$ cat config.mk
export PLATFORM = sky130hd
export DESIGN_NAME = irq_entry_seq
export DESIGN_NICKNAME = d
export VERILOG_FILES = /design/src/rtl/irq_seq_pkg.sv /design/src/rtl/irq_vec_regfile.sv /design/src/rtl/irq_arbiter.sv /design/src/rtl/irq_push_fsm.sv /design/src/rtl/irq_entry_seq.sv
export SDC_FILE = /design/constraint.sdc
export NUM_CORES = 1
export LEC_CHECK = 0
export ABC_CLOCK_PERIOD_IN_PS = 2600
export CORE_ASPECT_RATIO = 1.5
export CORE_MARGIN = 3
export CORE_UTILIZATION = 50
export CTS_CLUSTER_SIZE = 16
export DETAILED_ROUTE_END_ITERATION = 10
export DONT_BUFFER_PORTS = 1
export PLACE_DENSITY = 0.69
export SLEW_MARGIN = 20
export SYNTH_ARGS = -nofsm -noshare
export SYNTH_HDL_FRONTEND = slang
export SYNTH_SLANG_ARGS = --single-unit
$ cat constraint.sdc
create_clock -name clk -period 2.6 [get_ports clk]
set_input_delay 0.26 -clock clk [delete_from_list [all_inputs] [get_ports clk]]
set_output_delay 0.26 -clock clk [all_outputs]
set_load 0.05 [all_outputs]
$ cat src/rtl/irq_seq_pkg.sv
package irq_seq_pkg;
  typedef enum logic [1:0] {
    ST_IDLE,
    ST_PUSH_PC,
    ST_PUSH_PSW,
    ST_COMMIT
  } seq_state_t;

  typedef enum logic [1:0] {
    EV_NONE,
    EV_RESET,
    EV_NMI,
    EV_LEVEL
  } ev_kind_t;
endpackage

$ cat src/rtl/irq_vec_regfile.sv
module irq_vec_regfile #(
  parameter int LVL_W = 3,
  parameter int VEC_W = 16,
  parameter int OFS_W = 7,
  parameter logic [OFS_W-1:0] IMC_OFS = 7'h20,
  parameter logic [OFS_W-1:0] MODE_OFS = 7'h40,
  parameter logic [VEC_W-1:0] IMC_VALUE = '0,
  parameter logic [VEC_W-1:0] MODE_VALUE = '0
) (
  input  logic             clk,
  input  logic             rst_n,
  input  logic             clear,
  input  logic             bus_valid,
  input  logic             bus_write,
  input  logic             bus_wide,
  input  logic [OFS_W-1:0] bus_ofs,
  input  logic [VEC_W-1:0] bus_wdata,
  output logic [VEC_W-1:0] bus_rdata,
  input  logic [LVL_W-1:0] lookup_idx,
  output logic [VEC_W-1:0] lookup_vec
);
  localparam int NUM_VEC = (1 << LVL_W) - 1;

  logic [VEC_W-1:0] vec_q [NUM_VEC];
  logic             wr_ok;

  assign wr_ok = bus_valid && bus_write && bus_wide;

  for (genvar i = 0; i < NUM_VEC; i++) begin : g_vec
    localparam logic [OFS_W-1:0] VEC_OFS = OFS_W'(4 * i);
    always_ff @(posedge clk or negedge rst_n) begin
      if (!rst_n)
        vec_q[i] <= '0;
      else if (clear)
        vec_q[i] <= '0;
      else if (wr_ok && bus_ofs == VEC_OFS)
        vec_q[i] <= bus_wdata;
    end
  end

  always_comb begin
    bus_rdata = '0;
    if (bus_ofs == IMC_OFS) bus_rdata = IMC_VALUE;
    if (bus_ofs == MODE_OFS) bus_rdata = MODE_VALUE;
    for (int i = 0; i < NUM_VEC; i++)
      if (bus_ofs == OFS_W'(4 * i)) bus_rdata = vec_q[i];
  end

  always_comb begin
    lookup_vec = '0;
    for (int i = 0; i < NUM_VEC; i++)
      if (lookup_idx == LVL_W'(i)) lookup_vec = vec_q[i];
  end
endmodule

$ cat src/rtl/irq_arbiter.sv
module irq_arbiter
  import irq_seq_pkg::*;
#(
  parameter int LVL_W = 3,
  parameter int PSW_W = 16,
  parameter int IE_BIT = 11,
  parameter int LM_LSB = 8
) (
  input  logic             rst_pend,
  input  logic             nmi_pend,
  input  logic [LVL_W-1:0] lvl_pend,
  input  logic [PSW_W-1:0] psw,
  output ev_kind_t         kind
);
  logic [LVL_W-1:0] mask_lvl;
  assign mask_lvl = psw[LM_LSB +: LVL_W];

  always_comb begin
    kind = EV_NONE;
    if (rst_pend)
      kind = EV_RESET;
    else if (nmi_pend)
      kind = EV_NMI;
    else if (psw[IE_BIT] && (lvl_pend < mask_lvl))
      kind = EV_LEVEL;
  end
endmodule

$ cat src/rtl/irq_push_fsm.sv
module irq_push_fsm
  import irq_seq_pkg::*;
#(
  parameter int LVL_W = 3,
  parameter int ADDR_W = 32,
  parameter int PSW_W = 16,
  parameter int VEC_W = 16,
  parameter int IE_BIT = 11,
  parameter int LM_LSB = 8,
  parameter logic [ADDR_W-1:0] TARGET_BASE = 32'h4000_0000,
  parameter logic [ADDR_W-1:0] NMI_OFS = 32'h8
) (
  input  logic              clk,
  input  logic              rst_n,
  input  ev_kind_t          kind,
  input  logic [LVL_W-1:0]  lvl_pend,
  input  logic [VEC_W-1:0]  vec_val,
  input  logic [ADDR_W-1:0] pc_in,
  input  logic [PSW_W-1:0]  psw_in,
  input  logic [ADDR_W-1:0] sp_in,
  output logic              idle,
  output logic              mw_valid,
  input  logic              mw_ready,
  output logic [ADDR_W-1:0] mw_addr,
  output logic [ADDR_W-1:0] mw_data,
  output logic              mw_half,
  output logic              commit,
  output logic [ADDR_W-1:0] pc_out,
  output logic [PSW_W-1:0]  psw_out,
  output logic [ADDR_W-1:0] sp_out,
  output logic              ack_valid,
  output logic [LVL_W-1:0]  ack_level
);
  localparam logic [ADDR_W-1:0] WORD_BYTES = ADDR_W'(4);
  localparam logic [ADDR_W-1:0] FRAME_BYTES = ADDR_W'(8);

  seq_state_t        state_q;
  logic              is_lvl_q;
  logic [LVL_W-1:0]  lvl_q;
  logic [ADDR_W-1:0] pc_q, sp_q, tgt_q;
  logic [PSW_W-1:0]  psw_q;
  logic              start;

  assign idle  = (state_q == ST_IDLE);
  assign start = idle && (kind == EV_NMI || kind == EV_LEVEL);

  always_ff @(posedge clk or negedge rst_n) begin
    if (!rst_n) begin
      state_q  <= ST_IDLE;
      is_lvl_q <= 1'b0;
      lvl_q    <= '0;
      pc_q     <= '0;
      psw_q    <= '0;
      sp_q     <= '0;
      tgt_q    <= '0;
    end else begin
      case (state_q)
        ST_IDLE: if (start) begin
          is_lvl_q <= (kind == EV_LEVEL);
          lvl_q    <= lvl_pend;
          pc_q     <= pc_in;
          psw_q    <= psw_in;
          sp_q     <= sp_in;
          tgt_q    <= (kind == EV_LEVEL) ? TARGET_BASE + ADDR_W'(vec_val)
                                         : TARGET_BASE + NMI_OFS;
          state_q  <= ST_PUSH_PC;
        end
        ST_PUSH_PC:  if (mw_ready) state_q <= ST_PUSH_PSW;
        ST_PUSH_PSW: if (mw_ready) state_q <= ST_COMMIT;
        default:     state_q <= ST_IDLE;
      endcase
    end
  end

  always_comb begin
    mw_valid = (state_q == ST_PUSH_PC) || (state_q == ST_PUSH_PSW);
    mw_half  = (state_q == ST_PUSH_PSW);
    mw_addr  = mw_half ? sp_q - FRAME_BYTES : sp_q - WORD_BYTES;
    mw_data  = mw_half ? {{(ADDR_W-PSW_W){1'b0}}, psw_q} : pc_q;
  end

  always_comb begin
    psw_out = psw_q;
    psw_out[IE_BIT] = 1'b0;
    if (is_lvl_q) psw_out[LM_LSB +: LVL_W] = lvl_q;
  end

  assign commit    = (state_q == ST_COMMIT);
  assign pc_out    = tgt_q;
  assign sp_out    = sp_q - FRAME_BYTES;
  assign ack_valid = commit && is_lvl_q;
  assign ack_level = lvl_q;
endmodule

$ cat src/rtl/irq_entry_seq.sv
module irq_entry_seq
  import irq_seq_pkg::*;
#(
  parameter int LVL_W = 3,
  parameter int ADDR_W = 32,
  parameter int PSW_W = 16,
  parameter int VEC_W = 16,
  parameter int OFS_W = 7,
  parameter int IE_BIT = 11,
  parameter int LM_LSB = 8,
  parameter logic [ADDR_W-1:0] TARGET_BASE = 32'h4000_0000,
  parameter logic [ADDR_W-1:0] NMI_OFS = 32'h8,
  parameter logic [VEC_W-1:0] IMC_VALUE = 16'h0A05,
  parameter logic [VEC_W-1:0] MODE_VALUE = 16'h00C3
) (
  input  logic              clk,
  input  logic              rst_n,
  input  logic              reset_req,
  input  logic              nmi_req,
  input  logic              lvl_strobe,
  input  logic [LVL_W-1:0]  lvl_value,
  input  logic [ADDR_W-1:0] pc_in,
  input  logic [PSW_W-1:0]  psw_in,
  input  logic [ADDR_W-1:0] sp_in,
  output logic              mw_valid,
  input  logic              mw_ready,
  output logic [ADDR_W-1:0] mw_addr,
  output logic [ADDR_W-1:0] mw_data,
  output logic              mw_half,
  output logic              commit,
  output logic [ADDR_W-1:0] pc_out,
  output logic [PSW_W-1:0]  psw_out,
  output logic [ADDR_W-1:0] sp_out,
  output logic              ack_valid,
  output logic [LVL_W-1:0]  ack_level,
  input  logic              reg_valid,
  input  logic              reg_write,
  input  logic              reg_wide,
  input  logic [OFS_W-1:0]  reg_ofs,
  input  logic [VEC_W-1:0]  reg_wdata,
  output logic [VEC_W-1:0]  reg_rdata
);
  localparam logic [LVL_W-1:0] NONE_LVL = '1;

  ev_kind_t         kind;
  logic             idle;
  logic             rst_pend_q, nmi_pend_q;
  logic [LVL_W-1:0] lvl_pend_q;
  logic [VEC_W-1:0] vec_val;
  logic             rst_take, nmi_take;

  assign rst_take = idle && (kind == EV_RESET);
  assign nmi_take = idle && (kind == EV_NMI);

  always_ff @(posedge clk or negedge rst_n) begin
    if (!rst_n) begin
      rst_pend_q <= 1'b0;
      nmi_pend_q <= 1'b0;
      lvl_pend_q <= NONE_LVL;
    end else begin
      if (rst_take) rst_pend_q <= 1'b0;
      else if (reset_req) rst_pend_q <= 1'b1;

      if (rst_take) nmi_pend_q <= 1'b0;
      else if (nmi_req) nmi_pend_q <= 1'b1;
      else if (nmi_take) nmi_pend_q <= 1'b0;

      if (rst_take) lvl_pend_q <= NONE_LVL;
      else if (lvl_strobe) lvl_pend_q <= lvl_value;
    end
  end

  irq_arbiter #(
    .LVL_W(LVL_W), .PSW_W(PSW_W), .IE_BIT(IE_BIT), .LM_LSB(LM_LSB)
  ) u_arb (
    .rst_pend(rst_pend_q),
    .nmi_pend(nmi_pend_q),
    .lvl_pend(lvl_pend_q),
    .psw(psw_in),
    .kind(kind)
  );

  irq_vec_regfile #(
    .LVL_W(LVL_W), .VEC_W(VEC_W), .OFS_W(OFS_W),
    .IMC_VALUE(IMC_VALUE), .MODE_VALUE(MODE_VALUE)
  ) u_regs (
    .clk(clk),
    .rst_n(rst_n),
    .clear(rst_take),
    .bus_valid(reg_valid),
    .bus_write(reg_write),
    .bus_wide(reg_wide),
    .bus_ofs(reg_ofs),
    .bus_wdata(reg_wdata),
    .bus_rdata(reg_rdata),
    .lookup_idx(lvl_pend_q),
    .lookup_vec(vec_val)
  );

  irq_push_fsm #(
    .LVL_W(LVL_W), .ADDR_W(ADDR_W), .PSW_W(PSW_W), .VEC_W(VEC_W),
    .IE_BIT(IE_BIT), .LM_LSB(LM_LSB),
    .TARGET_BASE(TARGET_BASE), .NMI_OFS(NMI_OFS)
  ) u_fsm (
    .clk(clk),
    .rst_n(rst_n),
    .kind(kind),
    .lvl_pend(lvl_pend_q),
    .vec_val(vec_val),
    .pc_in(pc_in),
    .psw_in(psw_in),
    .sp_in(sp_in),
    .idle(idle),
    .mw_valid(mw_valid),
    .mw_ready(mw_ready),
    .mw_addr(mw_addr),
    .mw_data(mw_data),
    .mw_half(mw_half),
    .commit(commit),
    .pc_out(pc_out),
    .psw_out(psw_out),
    .sp_out(sp_out),
    .ack_valid(ack_valid),
    .ack_level(ack_level)
  );
endmodule

==> results of run 1 <==
==> cells in the mapped netlist (5+ instances only) <==
cell type  count
a22o_1         7
and2_1         5
buf_6          5
a21oi_1      134
nand4_1       10
xnor2_1       37
buf_2         23
nand2_1      257
o221a_2        9
nor4_1         9
o221ai_1       5
nand3b_1       6
o22ai_1        6
nor2_1        33
a22oi_1       39
mux2_2       119
o21a_1         9
xor2_1        19
buf_4         37
o21ai_0       44
clkbuf_1      62
dfrtp_1      217
mux2i_1        7
inv_1         15
buf_1          7
a2111oi_0      6
nand2b_1      18
a211oi_1       6
o31ai_1        6
nor3_1        18
or3_1         14
ha_1           9
o2111ai_1      6
o2bb2ai_1     18
nand3_1       20
nor2b_1       24
nor4_4         7
==> critical path: stages, from the launching register on <==
cell	delay (ns)
dfrtp_1	0.43
or4_4	0.56
nor4_4	0.42
buf_4	0.22
nand3_4	0.11
xnor2_4	0.29
buf_12	0.18
==> layer usage <==
metal	part of all wire	vias to the layer above	GRT usage
met5	0	-	0
met4	0.075	0	0.184
met3	0.084	248	0.0707
met2	0.50	769	0.585
met1	0.34	5895	0.372
li1	-	5094	-
==> timing repair <==
item | in CTS | in global routing
setup endpoints to repair | 55 | 65
pin swaps | 30 | 36
endpoints found under the hold margin | 417 | 220
gates resized for setup | 79 | 49
setup buffers | 24 | 14
cloned | 1 | 0
==> where the power goes <==
group          total (mW)  internal, mW  switching (mW)  leakage (nW)
clock network        3.24          1.86            1.38         0.362
logic                12.9          4.93            8.00          4.20
registers            5.81          4.22            1.59          2.86
total                22.0          11.0            11.0          7.43
==> cell families after synthesis <==
| group | count (synthesis) | synth area share |
|---|---|---|
| buffers and inverters | 151 | 0.0611 |
| adders and majority gates | 9 | 0.00889 |
| other | 1 | 0.000296 |
| AOI/OAI and AO/OA | 315 | 0.162 |
| and+or+nand+nor | 451 | 0.179 |
| xor gates and xnor gates | 56 | 0.0387 |
| DFF | 220 | 0.435 |
| muxes | 128 | 0.115 |
==> per-stage QoR <==
| stage | hold slack [ns] | util |
|---|---|---|
| floorplan | -0.0356 | - |
| global placement | -0.0310 | 0.603 |
| detailed placement | -0.0314 | 0.603 |
| CTS | -0.574 | 0.697 |
| global route | -0.580 | 0.712 |
| finish | -0.566 | 0.712 |
==> cell type report <==
class	count	share of cell area
Multi-Input combinational cell	975	0.430
Tap cell	324	0.0231
Inverter	16	0.00363
Clock inverter	7	0.00420
Clock buffer	32	0.0374
Sequential cell	220	0.314
Antenna cell	2	0.000285
Timing Repair Buffer	316	0.188
==> final timing paths <==
check                                         to  slack [ns]  depth (start not counted)
worst max-delay path                 mw_addr[30]       -0.37                          6
worst min-delay path              u_fsm.pc_q[18]       -0.57                          0
worst max register to register   u_fsm.psw_q[13]        0.29                          7
worst min register to register    u_fsm.pc_q[29]        0.50                          1
max in group asynchronous          u_fsm.sp_q[3]        2.81                          0
min in group clk                u_regs.vec_q[49]        0.10                          4
==> sequential cells by signal, summed over array words and instances (netlist names) <==
name and cells:
u_regs.vec_q 112, u_fsm.pc_out 17, lvl_pend_q 3, u_fsm.is_lvl_q 1
u_fsm.sp_q 32, u_fsm.psw_q 16, u_fsm.pc_q 32, u_fsm.state_q 2
nmi_pend_q 1, u_fsm.ack_level 3, rst_pend_q 1
==> qor.yml, run 1 <==
outcome: "finished, violations left"
violations: "hold timing, setup timing"
synth.ff_latch_count: 220
grt_pass1_wl_um: 71300
synth_area_per_cell_um2: 9.52
drt-vias-per-instance: 6.35
fin_tns_setup_ns: -9.50
cts_hold_buf: 102
timing.final.crit_share: 1.14
fin_area_mm2: 0.0176
fin_ws_ns: -0.374
core_region_area_mm2: 0.0247
placedCellCount: 1713
final_cell_mix: "nand2_1, dfrtp_1, buf_4"
dr.pass1.iters: 6
period_needed_ns: 2.97
ff_latch_area_mm2: 0.00552
synth_largest_area_cell: "dfrtp_1"
place_congestion: 0.979
hold_ws_ns: -0.566
multi_input_area_mm2: 0.00755
crit_fanout: 4
htreeDepth: 1
io_pins: 282
root_buffer: "clkbuf_16"
wl_per_cell_um: 26.4
wirelength_um: 49900
cts.sinks: 220
antenna_found_initial: 2
hold_viol_final: 220
drive_gt1_frac: 0.332
synth_ff_type: "dfrtp_1"
async_flop_share: 1.00
fin_nets: 1675
synth-edff-count: 0
cp.arrival_ns: 2.71
die_h_um: 201
worstHoldPathType: "in -> async"
die_w_um: 136
initial_core_util: 0.513
cp-end-kind: "output pin"
max-slew-margin-rel: 0.400
skew_ns: 0.0199
die_area_mm2: 0.0273
worstSetupPathType: "reg -> out"
grt_max_degree: 221
fmax_mhz: 336
ant_nets: 0
drc_errors: 0
synth.area.top_cells: "dfrtp_1, mux2_2, nand2_1"
worstMarginPinSlew_ns: 0.901
synthToLayoutAreaGrowth_pct: 38.8
maxCapViolCount: 0
p_total_mw: 22.0
irDropWorstVdd_mv: 1.01
slew_viol_final: 0
r2r_start: "lvl_pend_q[1]"
cp-startpoint: "u_fsm.sp_q[20]"
leakage_nw: 7.43
start_kind: "flop"
numCtsBuffers: 22
grt_usage: 0.334
grt_pass1_vias: 12200
vias: 12000
cts_tree: "done"
dpl_cell_area_mm2: 0.0149
drt_iter0_markers: 1397
synthCells: 1331
final_cell_count_no_fill: 1892
grt-ovfl-total: 0
dp_slack_ns: 0.0186
rows: 70
clock_path_buffers: 3
clkLatencyLatePin_ns: 0.52
rsz0062_at_grt: "true"
cts.clk_slew.worst_paths_ns: 0.07
yosysTopAreaCellShare: 0.429
synth.distinct_cells: 67
yosys_warnings: 0
required_ns: 2.34
nFillCells: 1663
setup_viol: 41
seq_area_frac_synth: 0.435
power_density_mw_per_mm2: 1250
io_buffers: 0
syn_area_mm2: 0.0127
hpwl_um: 30100
layout_commonest_cell: "nand2_1"
Power figures use the tool's default switching activity.
==> run 2, diff against run 1 <==
--- a/config.mk
+++ b/config.mk
@@ -7,13 +7,13 @@
 export LEC_CHECK = 0
 export ABC_CLOCK_PERIOD_IN_PS = 2600
 export CORE_ASPECT_RATIO = 1.5
-export CORE_MARGIN = 3
 export CORE_UTILIZATION = 50
 export CTS_CLUSTER_SIZE = 16
 export DETAILED_ROUTE_END_ITERATION = 10
 export DONT_BUFFER_PORTS = 1
 export PLACE_DENSITY = 0.69
-export SLEW_MARGIN = 20
+export SLEW_MARGIN = 0
 export SYNTH_ARGS = -nofsm -noshare
 export SYNTH_HDL_FRONTEND = slang
+export SYNTH_HIERARCHICAL = 1
 export SYNTH_SLANG_ARGS = --single-unit
==> qor.yml, run 2 <==
outcome: "finished, violations left"
violations: "hold timing, setup timing"
synth.most_common_cell: "nand2_1"
htreeDepth: 1  # unchanged
synth.distinct_cells: 68  # +1.5%
die_area_mm2: 0.0257  # -5.9%
yosys-top-cells-count: "nand2_1, dfrtp_1, mux2_2"
worst_path_most_repeated_cell: "or4_4"
initial_core_util: 0.511  # -0.00226
max-slew-margin-rel: 0.399  # about the same
wl_per_cell_um: 25.2  # -4.4%
ant_nets: 0  # unchanged
synthToLayoutAreaGrowth_pct: 34.0
slowest_delay_ns: 0.56  # about the same
async_flop_share: 1.00  # unchanged
hold_viol_final: 220  # unchanged
worstMarginPinSlew_ns: 0.901  # +0.000341 ns
irDropWorstVdd_mv: 0.946  # -6.4%
place_congestion: 0.961  # -1.8%
worstSetupPathType: "reg -> out"
hold_ws_ns: -0.569  # -0.00277 ns
fmax_mhz: 336  # -0.12%
syn_area_mm2: 0.0125  # -1.1%
final_cell_mix: "nand2_1, dfrtp_1, buf_4"
rows: 70  # unchanged
dp_slack_ns: 0.0443  # +0.0257 ns
clock_path_buffers: 3  # unchanged
setup_viol: 32  # -22%
worst_path_max_delay_cell: "or4_4"
grt_max_degree: 221  # unchanged
leakage_nw: 7.12  # -4.1%
seq_area_frac_synth: 0.440  # +0.00504
worstPathCellList: "or4_4 -> or4_4 -> nor4_4 -> xor2_2 -> buf_12"
fin_ws_ns: -0.377  # -0.00349 ns
synth_ff_type: "dfrtp_1"
antenna_found_initial: 3  # +1
power_density_mw_per_mm2: 1300  # +3.9%
drt-vias-per-instance: 6.25  # -1.4%
timing.final.crit_share: 1.15  # +0.00134
slew_viol_final: 0  # unchanged
crit_fanout: 4  # unchanged
cts.clk_slew.worst_paths_ns: 0.06  # about the same
cp-end-kind: "output pin"
maxCapViolCount: 0  # unchanged
vias: 11700  # -2.9%
root_buffer: "clkbuf_16"
drt_iter0_markers: 1277  # -8.6%
die_h_um: 196  # -2.5%
cts.sinks: 220  # unchanged
period_needed_ns: 2.98  # +0.00349 ns
die_w_um: 131  # -3.5%
synth.area.top_cells: "dfrtp_1, mux2_2, nand2_1"
drive_gt1_frac: 0.300  # -0.0317
drc_errors: 0  # unchanged
cp.arrival_ns: 2.72  # about the same
synth_area_per_cell_um2: 9.50  # -0.17%
regMostFlops: "u_regs/vec_q"
grt_usage: 0.341  # +0.00754
required_ns: 2.34  # about the same
synthCells: 1318  # -0.98%
grt-ovfl-total: 0  # unchanged
fin_tns_setup_ns: -4.72  # +4.77 ns
rsz0062_at_grt: "true"
dr.pass1.iters: 6  # unchanged
cts_tree: "done"
synth_largest_area_cell: "dfrtp_1"
clkLatencyLatePin_ns: 0.54  # +0.02 ns
core_region_area_mm2: 0.0245  # -0.71%
largest_register_ffs: 112  # unchanged
yosysTopAreaCellShare: 0.434  # +0.00497
fin_nets: 1645  # -1.8%
wirelength_um: 47000  # -5.8%
fin_util: 0.684  # -0.0274
numCtsBuffers: 22  # unchanged
start_kind: "flop"
grt_pass1_vias: 11600  # -4.4%
synth.ff_latch_count: 220  # unchanged
cts_hold_buf: 105  # +2.9%
io_buffers: 0  # unchanged
reg_top3: "u_regs/vec_q: 112 flops, u_fsm/pc_q: 32 flops, u_fsm/sp_q: 32 flops"
layout_commonest_cell: "nand2_1"
grt_pass1_wl_um: 67700  # -5.0%
hpwl_um: 28600  # -5.1%
worstHoldPathType: "in -> async"
yosys_warnings: 6  # +6
synth-edff-count: 0  # unchanged
skew_ns: 0.0243  # +0.00433 ns
io_pins: 282  # unchanged
## run 2: final cells by class
type	instances	area [um2]
diodes	2	5.00
clock buffers	26	576
clock inverters	14	256
fillers	1715	7740
inverters	18	72.6
multi-input cells	965	6980
flip-flops and latches	220	5520
well taps	324	405
repair buffers	295	2960
## run 2: worst max-delay path, delay by kind of cell, from the launching register on
kind                      cells  cell delay (ns)
xor gates and xnor gates      1             0.27
DFF                           1             0.41
buffers and inverters         1             0.18
and+or+nand+nor               3             1.34
## run 2: path summary, 6_finish.rpt
check	startpoint	to	slack, ns	depth (start not counted)
setup / recovery	u_fsm/sp_q[20]	sp_out[28]	-0.38	5
hold / removal	rst_n	u_fsm/sp_q[30]	-0.57	0
setup reg to reg	lvl_pend_q[2]	u_fsm/sp_q[5]	0.10	7
hold reg to reg	u_fsm/pc_q[23]	u_fsm/pc_q[23]	0.50	1
max in group asynchronous	rst_n	u_regs/vec_q[111]	2.67	0
min in group clk	nmi_req	nmi_pend_q	0.07	2
## run 2: per-stage QoR
step	hold WS [ns]	instance area [um2]	power, mW	std cells
6_report	-0.569	16800	21.8	1864
2_1_floorplan	-0.0356	12800	13.6	1333
3_5_place_dp	-0.0291	14200	16.7	1691
5_1_grt	-0.583	16800	22.4	1864
3_3_place_gp	-0.0277	14200	16.5	1691
4_1_cts	-0.591	16400	20.9	1848
## run 2: routing by layer
metal	track usage	up-vias	routed length, um	share of wire
met5	0	-	13	0.00028
met4	0.214	2	3410	0.073
met3	0.0742	239	4550	0.097
met2	0.584	759	22800	0.48
met1	0.388	5699	16300	0.35
li1	-	4958	-	-
## run 2: kinds of logic after synthesis
logic type | count (synthesis) | share of synthesized area
adder cells (fa/ha/maj) | 8 | 0.00800
other | 1 | 0.000300
AO/OA/AOI/OAI | 271 | 0.137
multiplexers | 156 | 0.141
AND/OR/NAND/NOR | 457 | 0.173
XOR/XNOR | 57 | 0.0399
buffers and inverters | 148 | 0.0596
flip-flops | 220 | 0.440
## run 2: report_power, final
group          total [mW]  internal, mW  switching (mW)  leakage, nW
Sequential           6.02          4.26            1.76         2.86
Combinational        12.1          4.20            7.91         3.87
Clock                3.68          2.21            1.47        0.394
Total                21.8          10.7            11.1         7.12
## run 2: repair_timing
| item | in CTS | in global routing |
|---|---|---|
| hold endpoints to repair | 418 | 220 |
| resized for setup | 49 | 43 |
| setup buffers | 12 | 14 |
| setup endpoints to repair | 54 | 35 |
| pin swaps | 18 | 26 |
